[config.mk]
export PLATFORM = sky130hd
export DESIGN_NAME = sdac_rx
export DESIGN_NICKNAME = d
export VERILOG_FILES = /design/src/rtl/sdac_pkg.sv /design/src/rtl/sdac_sync.sv /design/src/rtl/sdac_fall.sv /design/src/rtl/sdac_shift.sv /design/src/rtl/sdac_rx.sv
export SDC_FILE = /design/constraint.sdc
export NUM_CORES = 1
export LEC_CHECK = 0
export ABC_AREA = 1
export BUFFER_PORTS_ARGS = -buffer_cell sky130_fd_sc_hd__buf_4
export CORE_MARGIN = 2
export CORE_UTILIZATION = 45
export CTS_CLUSTER_DIAMETER = 50
export DETAILED_ROUTE_END_ITERATION = 6
export MAX_ROUTING_LAYER = met4
export PLACE_DENSITY = 0.68
export SETUP_SLACK_MARGIN = 0.1
export SLEW_MARGIN = 30
export SYNTH_ARGS = -nofsm -noshare
export SYNTH_HDL_FRONTEND = slang
export SYNTH_SLANG_ARGS = --single-unit
[constraint.sdc]
create_clock -name clk -period 2.7 [get_ports clk]
set_clock_uncertainty 0.05 [all_clocks]
set_input_delay 0.135 -clock clk [delete_from_list [all_inputs] [get_ports clk]]
set_output_delay 0.135 -clock clk [all_outputs]
set_load 0.01 [all_outputs]
[src/rtl/sdac_pkg.sv]
// Package: shared types for the serial DAC input register.
// Assumes: nothing beyond standard SystemVerilog.
package sdac_pkg;

    // Bundle of the three serial pins, in a fixed order for the synchronizer
    typedef struct packed {
        logic sclk;
        logic sdata;
        logic latch;
    } sdac_pins_t;

    localparam int unsigned SDAC_PIN_W = $bits(sdac_pins_t);

endpackage

[src/rtl/sdac_sync.sv]
// Module: multi-stage synchronizer for a vector of asynchronous inputs.
// Assumes: each bit is an independent level; reset drives all stages to 0,
// so a pin idling high produces only a rising edge after reset.
module sdac_sync #(
    parameter int unsigned W      = 3,
    parameter int unsigned STAGES = 2
) (
    input  logic         clk,
    input  logic         rst_n,
    input  logic [W-1:0] d,
    output logic [W-1:0] q
);

    logic [W-1:0] stg [STAGES];

    // Shift the asynchronous levels through the synchronizer chain
    always_ff @(posedge clk) begin
        if (!rst_n) begin
            for (int i = 0; i < STAGES; i++) stg[i] <= '0;
        end else begin
            stg[0] <= d;
            for (int i = 1; i < STAGES; i++) stg[i] <= stg[i-1];
        end
    end

    assign q = stg[STAGES-1];

endmodule

[src/rtl/sdac_fall.sv]
// Module: falling-edge detector for synchronized levels.
// Assumes: inputs are already in the clk domain; output is combinational
// and high for one cycle per 1->0 transition.
module sdac_fall #(
    parameter int unsigned W = 1
) (
    input  logic         clk,
    input  logic         rst_n,
    input  logic [W-1:0] lvl,
    output logic [W-1:0] fall
);

    logic [W-1:0] lvl_d;

    // Remember the previous level of each input
    always_ff @(posedge clk) begin
        if (!rst_n) lvl_d <= '0;
        else        lvl_d <= lvl;
    end

    assign fall = lvl_d & ~lvl;

endmodule

[src/rtl/sdac_shift.sv]
// Module: free-running shift register, new bit enters at bit 0.
// Assumes: no word count; older bits fall off the top.
module sdac_shift #(
    parameter int unsigned W = 16
) (
    input  logic         clk,
    input  logic         rst_n,
    input  logic         en,
    input  logic         din,
    output logic [W-1:0] q
);

    // Move the register up one place and insert the new bit on each enable
    always_ff @(posedge clk) begin
        if (!rst_n)  q <= '0;
        else if (en) q <= {q[W-2:0], din};
    end

endmodule

[src/rtl/sdac_rx.sv]
// Module: serial DAC input register (top).
// Synchronizes bit clock, data and latch enable, shifts data on bit-clock
// falling edges and loads the parallel code on latch-enable falling edges.
// Assumes: clk runs at least 4x the bit clock, and each pin phase lasts at
// least two clk cycles. Latch and bit-clock falling edges do not coincide;
// if they do, the latch takes the word before the new bit.
module sdac_rx #(
    parameter int unsigned DATA_W      = 16,
    parameter int unsigned SYNC_STAGES = 2,
    parameter bit          OB_EN       = 1'b1
) (
    input  logic              clk,
    input  logic              rst_n,
    input  logic              sclk_i,
    input  logic              sdata_i,
    input  logic              latch_i,
    output logic [DATA_W-1:0] code_o,
    output logic [DATA_W-1:0] code_ob_o,
    output logic              upd_o
);
    import sdac_pkg::*;

    localparam int unsigned MSB = DATA_W - 1;

    sdac_pins_t         pins_raw;
    sdac_pins_t         pins_s;
    logic               sclk_fall;
    logic               latch_fall;
    logic               data_s;
    logic [DATA_W-1:0]  sh_word;
    logic [DATA_W-1:0]  word_q;
    logic               upd_q;
    logic [1:0]         falls;

    assign pins_raw = '{sclk: sclk_i, sdata: sdata_i, latch: latch_i};

    sdac_sync #(.W(SDAC_PIN_W), .STAGES(SYNC_STAGES)) u_sync (
        .clk   (clk),
        .rst_n (rst_n),
        .d     (pins_raw),
        .q     (pins_s)
    );

    sdac_fall #(.W(2)) u_fall (
        .clk   (clk),
        .rst_n (rst_n),
        .lvl   ({pins_s.sclk, pins_s.latch}),
        .fall  (falls)
    );

    assign sclk_fall  = falls[1];
    assign latch_fall = falls[0];
    assign data_s     = pins_s.sdata;

    sdac_shift #(.W(DATA_W)) u_shift (
        .clk   (clk),
        .rst_n (rst_n),
        .en    (sclk_fall),
        .din   (data_s),
        .q     (sh_word)
    );

    // Load the parallel register and raise the strobe on a latch falling edge
    always_ff @(posedge clk) begin
        if (!rst_n) begin
            word_q <= '0;
            upd_q  <= 1'b0;
        end else begin
            upd_q <= latch_fall;
            if (latch_fall) word_q <= sh_word;
        end
    end

    assign code_o = word_q;
    assign upd_o  = upd_q;

    generate
        if (OB_EN) begin : g_ob
            assign code_ob_o = {~word_q[MSB], word_q[MSB-1:0]};
        end else begin : g_tc
            assign code_ob_o = word_q;
        end
    endgenerate

endmodule

==> results.tsv, run 1 <==
stage	metric	value	unit
power	register share of total power	55.3	%
drt	DRT Pass-1 Iters	4	
clock_network	deepest clock path buffer count	2	
worst_setup_path	highest-delay cell along the critical path	dfxtp_1	
sta	final setup TNS	0	ns
clock_network	deepest level of the CTS H-tree	2	
power	Leakage Power	0.926	nW
worst_setup_path	R2R cell count	4	
worst_setup_path	CP required	2.88	ns
floorplan	Die Area	4350	µm²
final_layout	Filler Cells Inserted	393	
final_layout	Final Instance Count excl. Fillers	306	
worst_setup_path	Crit path max-delay family	flip-flops	
worst_setup_path	crit path buf inv count	1	
floorplan	y dimension of the die	65.9	µm
sta	unrepaired setup endpoints after global routing	false	
power	Net Sw Power	0.000279	W
worst_setup_path	critical path depth	4	
synthesis	sequential area share after synthesis	47.5	%
clock_network	Sink Count	41	
final_layout	area of the multi-input gates	579	µm²
clock_network	Hold Buf Count CTS	3	
floorplan	core area	3690	µm²
worst_setup_path	Critical Path Sink Type	flip-flop	
worst_setup_path	reg-to-reg slack, setup	1.29	ns
synthesis	syn_area_per_cell	7.29	µm²
drt	final antenna-violating net count	0	
final_layout	share of cells above drive strength 1	19.4	%
worst_setup_path	crit path from	u_fall.lvl_d[0]$_SDFF_PN0_	
worst_setup_path	critical path type	flip-flop to flip-flop	
clock_network	TritonCTS Buffers	5	
drt	Wirelength per Cell	9.39	µm
power	pwr/cell area	586	nW/µm²
sta	relative slew slack	59.6	%
synthesis	Yosys cell types	12	
worst_setup_path	Critical Path AT	1.59	ns
sta	fmax	708	MHz
clock_network	post-cts resize count	0	
clock_network	CTS tree	yes	
global_route	total grt overflow	0	
placement	Inst Count DP	295	
synthesis	mapped cell area	1730	µm²
synthesis	FF+latch count, synth	41	
floorplan	Core Rows	22	
power	Clk pwr share	35.8	%
global_route	vias in the first global route	1163	
power	Pint	0.000879	W
clock_network	Root Buffer	clkbuf_8	
min_path	Hold WC Path Type	input pin to flip-flop	
sta	Tmin final	1.41	ns
worst_setup_path	most used cell, CP	nor2_1	
power	maximum VDD drop	0.000266	V
drt	final wirelength	2870	µm
global_route	first-pass GRT wire length	5050	µm
sta	fin crit share	52.3	%
sta	worst-margin pin slew	0.605	ns
floorplan	die width	65.9	µm
power	Combinational Power Share	8.9	%
drt	Detailed Route Iter0 Violations	53	
drt	DRC errors left	0	
clock_network	setup bufs post-CTS	0	
sta	Slew Viols, Final	0	
worst_setup_path	CP max FO	18	
final_layout	ANT cells	0	
final_layout	nets	262	
floorplan	Initial Util	46.8	%
placement	number of port buffers	37	
worst_setup_path	slowest stage delay, CP	0.71	ns
clock_network	clock-pin slew on the worst setup and hold paths	0.08	ns
global_route	initial antenna violation count	0	
placement	Final HPWL DP	1930	µm
worst_setup_path	CP Cell Sequence	inv_2 -> nor2_4 -> nor2_1 -> nor2_1	
clock_network	clock latency on the worst-skew pair	0.29	ns
global_route	largest net degree at the start of global routing	42	
synthesis	yosys warns	0	
power	switching part of the total	24.1	%
sta	Final Hold Vio Count	0	
worst_setup_path	crit start category	flip-flop	
worst_setup_path	Worst R2R End	code_o[15]$_SDFFE_PN0P_	
placement	Final GP Congestion	0.780	
synthesis	Post-Syn Instances	237	
final_layout	register area	821	µm²
sta	# setup viols final	0	
global_route	Overall Global Routing Usage	15.5	%
drt	via count	1353	
worst_setup_path	crit path to	code_o[15]$_SDFFE_PN0P_	
worst_setup_path	Reg-to-Reg Start	u_fall.lvl_d[0]$_SDFF_PN0_	
run	Max-cap violations	0	
drt	post-detailed-route via-to-cell ratio	4.42	
outcome	status	completed	
final_layout	layout overhead on the synthesized area	14.5	%
synthesis	syn nets	242	
floorplan	I/O Pins	38	
==> routing by layer <==
layer	vias to the layer above	global-route usage (%)	wire (µm)
met2	35	22.5	1190
met3	6	4.26	172
met4	0	8.42	68
li1	729	-	-
met5	-	-	0
met1	583	19.7	1450
==> how the worst min path moves through the flow <==
stage | from | end | slack [ns] | cells after the start
CTS | rst_n | u_fall.lvl_d[0]$_SDFF_PN0_ | 0.19 | 3
detailed placement | sdata_i | u_sync.stg[0][1]$_SDFF_PN0_ | 0.27 | 3
global placement | sdata_i | u_sync.stg[0][1]$_SDFF_PN0_ | 0.27 | 3
floorplan | latch_i | u_sync.stg[0][0]$_SDFF_PN0_ | 0.18 | 2
global route | rst_n | u_fall.lvl_d[0]$_SDFF_PN0_ | 0.22 | 3
finish | rst_n | u_fall.lvl_d[0]$_SDFF_PN0_ | 0.20 | 3
==> tightest hold or removal path: stages <==
cell and delay, ns:
buf_4 0.23, nand2_1 0.10, inv_1 0.03
==> power by group through the flow <==
stage | logic, W | clock network (W) | registers, W
global placement | 0.0000999 | 0 | 0.000653
floorplan | 0.0000808 | 0 | 0.000653
finish | 0.000103 | 0.000415 | 0.000640
detailed placement | 0.000101 | 0 | 0.000654
CTS | 0.000105 | 0.000432 | 0.000640
global route | 0.000119 | 0.000451 | 0.000643
==> cell usage after synthesis, drive strengths merged <==
library cell	instances	area (µm²)
inv	30	113
nand2	40	150
clkbuf	1	13.8
and3	1	6.26
buf	26	200
nand3	32	160
dfxtp	41	821
nor2	66	263
==> through the flow <==
step / setup slack (ns) / instance area [µm²] / total power (W) / hold slack, ns / util (%)
after detailed placement: 1.29 / 1850 / 0.000755 / 0.271 / 50.2
after global routing: 1.11 / 1980 / 0.00121 / 0.216 / 53.6
final: 1.29 / 1980 / 0.00116 / 0.198 / 53.6
after CTS: 1.27 / 1980 / 0.00118 / 0.191 / 53.6
after floorplan: 1.73 / 1730 / 0.000734 / 0.183 / -
after global placement: 1.32 / 1850 / 0.000753 / 0.266 / 50.2
==> layout by cell type (no fill, tap or decap), drive strengths merged <==
cell / count
clkinv: 2
dfxtp: 41
nand2: 40
dlygate4sd3: 3
buf: 37
inv: 30
nor2: 66
and3: 1
nand3: 32
clkbuf: 6
==> flip-flops by register name, summed over array words and instances, names as in the netlist <==
| register | flops |
|---|---|
| code_o | 16 |
| u_fall.lvl_d | 2 |
| u_shift.q | 16 |
| u_sync.stg | 6 |
| upd_o | 1 |
==> cell type report <==
class | count | area share (%)
clock inverters | 2 | 0.696
flip-flops and latches | 41 | 41.5
inverters | 30 | 5.70
repair buffers | 40 | 15.6
clock buffers | 6 | 4.18
well taps | 48 | 3.04
multi-input cells | 139 | 29.3
==> cell families (layout without fill, tap and decap cells) <==
logic type,after synthesis,after routing,synth area share (%)
buffers and inverters,57,78,18.9
DFF,41,41,47.5
and+or+nand+nor,139,139,33.6
(Power assumes the default switching activity.)
==> inputs of run 2 (changes only) <==
==> constraint.sdc (replaced) <==
create_clock -name clk -period 1.42 [get_ports clk]
set_clock_uncertainty 0.05 [all_clocks]
set_input_delay 0.071 -clock clk [delete_from_list [all_inputs] [get_ports clk]]
set_output_delay 0.071 -clock clk [all_outputs]
set_load 0.01 [all_outputs]
==> run 2 against run 1 <==
Effect of this change:
- cell count up 0.65%
- clock-buffer cell count up 1
- final area up 1.0%
- fmax up 27%
- largest cell class unchanged
- sequential power up 89%
- core utilization up 0.54 points
- die area unchanged
- wire length up 1.7%
- power up 94%
- worst setup slack worse by 0.98 ns
==> results.tsv, run 2 (synthesized netlist as in run 1, its figures left out) <==
stage	metric	value	unit	change
sta	Tmin final	1.11	ns	was 1.41 ns
clock_network	deepest level of the CTS H-tree	2		unchanged
worst_setup_path	CP max FO	16		was 18
floorplan	Die Area	4350	µm²	unchanged
floorplan	core area	3690	µm²	unchanged
worst_setup_path	critical path type	flip-flop to flip-flop		unchanged
clock_network	Sink Count	41		unchanged
final_layout	ANT cells	0		unchanged
global_route	Overall Global Routing Usage	15.6	%	was 15.5%
floorplan	Initial Util	46.8	%	unchanged
global_route	vias in the first global route	1165		was 1,163
worst_setup_path	crit start category	flip-flop		unchanged
drt	final wirelength	2920	µm	was 2870 µm
clock_network	post-cts resize count	0		unchanged
drt	via count	1341		was 1,353
placement	number of port buffers	37		unchanged
outcome	status	completed		unchanged
floorplan	I/O Pins	38		unchanged
placement	Final HPWL DP	1900	µm	was 1930 µm
final_layout	Filler Cells Inserted	396		was 393
clock_network	setup bufs post-CTS	0		unchanged
global_route	total grt overflow	0		unchanged
min_path	Hold Crit Depth	3		unchanged
clock_network	Root Buffer	clkbuf_8		unchanged
global_route	largest net degree at the start of global routing	42		unchanged
sta	Final Hold Vio Count	0		unchanged
drt	final antenna-violating net count	0		unchanged
sta	worst-margin pin slew	0.464	ns	was 0.605 ns
power	pwr/cell area	1120	nW/µm²	was 586 nW/µm²
drt	DRT Pass-1 Iters	3		was 4
sta	fin crit share	78.3	%	was 52.3%
drt	Detailed Route Iter0 Violations	49		was 53
min_path	Hold WC Path Type	input pin to flip-flop		unchanged
clock_network	clock latency on the worst-skew pair	0.30	ns	was 0.29 ns
sta	final setup TNS	0	ns	unchanged
power	maximum VDD drop	0.000497	V	was 0.000266 V
min_path	HP Start	rst_n		unchanged
final_layout	most common cell after layout, fill and taps aside	nor2_1		unchanged
final_layout	share of cells above drive strength 1	20.0	%	was 19.4%
floorplan	y dimension of the die	65.9	µm	unchanged
placement	Final GP Congestion	0.749		was 0.780
global_route	initial antenna violation count	0		unchanged
worst_setup_path	CP Cell Sequence	inv_1 -> nand3_1 -> nand2_1 -> nor2_1		was inv_2 -> nor2_4 -> nor2_1 -> nor2_1
worst_setup_path	highest-delay cell along the critical path	inv_1		was dfxtp_1
clock_network	deepest clock path buffer count	2		unchanged
worst_setup_path	Critical Path AT	1.26	ns	was 1.59 ns
clock_network	clock-pin slew on the worst setup and hold paths	0.07	ns	was 0.08 ns
power	Leakage Power	0.940	nW	was 0.926 nW
placement	Inst Count DP	297		was 295
worst_setup_path	crit path from	u_sync.stg[0][5]$_SDFF_PN0_		was u_fall.lvl_d[0]$_SDFF_PN0_
drt	Wirelength per Cell	9.49	µm	was 9.39 µm
final_layout	commonest non-fill, non-tap cells in the layout	nor2_1, dfxtp_1, nand2_1		unchanged
floorplan	Core Rows	22		unchanged
drt	DRC errors left	0		unchanged
sta	# setup viols final	0		unchanged
sta	unrepaired setup endpoints after global routing	false		unchanged
run	Max-cap violations	0		unchanged
drt	post-detailed-route via-to-cell ratio	4.35		was 4.42
worst_setup_path	Critical Path Sink Type	flip-flop		unchanged
final_layout	Core Util, Final	54.1	%	was 53.6%
final_layout	layout overhead on the synthesized area	15.7	%	was 14.5%
final_layout	nets	264		was 262
worst_setup_path	R2R cell count	4		unchanged
worst_setup_path	slowest stage delay, CP	0.36	ns	was 0.71 ns
sta	relative slew slack	69.1	%	was 59.6%
sta	fmax	899	MHz	was 708 MHz
worst_setup_path	Reg-to-Reg Start	u_sync.stg[0][5]$_SDFF_PN0_		was u_fall.lvl_d[0]$_SDFF_PN0_
global_route	first-pass GRT wire length	4970	µm	was 5050 µm
final_layout	Final Instance Count excl. Fillers	308		was 306
floorplan	die width	65.9	µm	unchanged
clock_network	TritonCTS Buffers	5		unchanged
worst_setup_path	CP required	1.57	ns	was 2.88 ns
clock_network	CTS tree	yes		unchanged
sta	Slew Viols, Final	0		unchanged
-- run 2: cell types whose count changed in the layout (fill, tap and decap cells not counted), sizes merged --
cell / change
buf: +2
clkbuf: +1
clkinv: -1
-- run 2: per-stage QoR --
stage          instance area [µm²]  setup WS (ns)  hold WS (ns)  total power (W)
4_1_cts                       2000          0.299         0.125          0.00228
5_1_grt                       2000          0.178         0.158          0.00236
2_1_floorplan                 1730          0.448         0.119          0.00139
3_3_place_gp                  1870          0.334         0.201          0.00143
6_report                      2000          0.308         0.134          0.00225
3_5_place_dp                  1870          0.308         0.207          0.00144
-- run 2: final timing paths --
| kind | to | slack (ns) |
|---|---|---|
| setup reg to reg | u_shift.q[14]$_SDFFE_PN0P_ | 0.31 |
| hold reg to reg | u_sync.stg[0][5]$_SDFF_PN0_ | 0.36 |
| setup / recovery | u_shift.q[14]$_SDFFE_PN0P_ | 0.31 |
| hold / removal | u_sync.stg[0][1]$_SDFF_PN0_ | 0.13 |
-- run 2: worst max-delay path, delay by kind of cell, from the launching register on --
family,cells,cell delay (ns)
buf+inv,1,0.36
flops,1,0.35
simple gates,3,0.25
-- run 2: final cells by class --
class                           count  area [µm²]  share of cell area, %
Inverter                           30         113                   5.64
Multi-Input combinational cell    139         579                   29.0
Timing Repair Buffer               42         323                   16.2
Sequential cell                    41         821                   41.1
Clock buffer                        7        96.3                   4.82
Clock inverter                      1        5.00                  0.251
Tap cell                           48        60.1                   3.01
-- run 2: layer usage --
metal	GRT usage, %	vias up	part of all wire [%]
met1	18.2	569	50
met4	11.5	0	3.0
met5	-	-	0
met2	23.4	30	42
li1	-	733	-
met3	3.58	9	5.1
-- run 2: what timing repair did --
item | CTS | global route
setup endpoints to repair | 0 | 0
hold buffers | 3 | 0
hold endpoints to repair | 3 | 0
-- run 2: where the power goes --
group / internal [W] / total [W] / switching [W] / leakage, nW
clock: 0.000439 / 0.000831 / 0.000392 / 0.0542
sequential: 0.00119 / 0.00121 / 0.0000222 / 0.334
combinational: 0.0000921 / 0.000204 / 0.000112 / 0.552
total: 0.00172 / 0.00225 / 0.000527 / 0.940
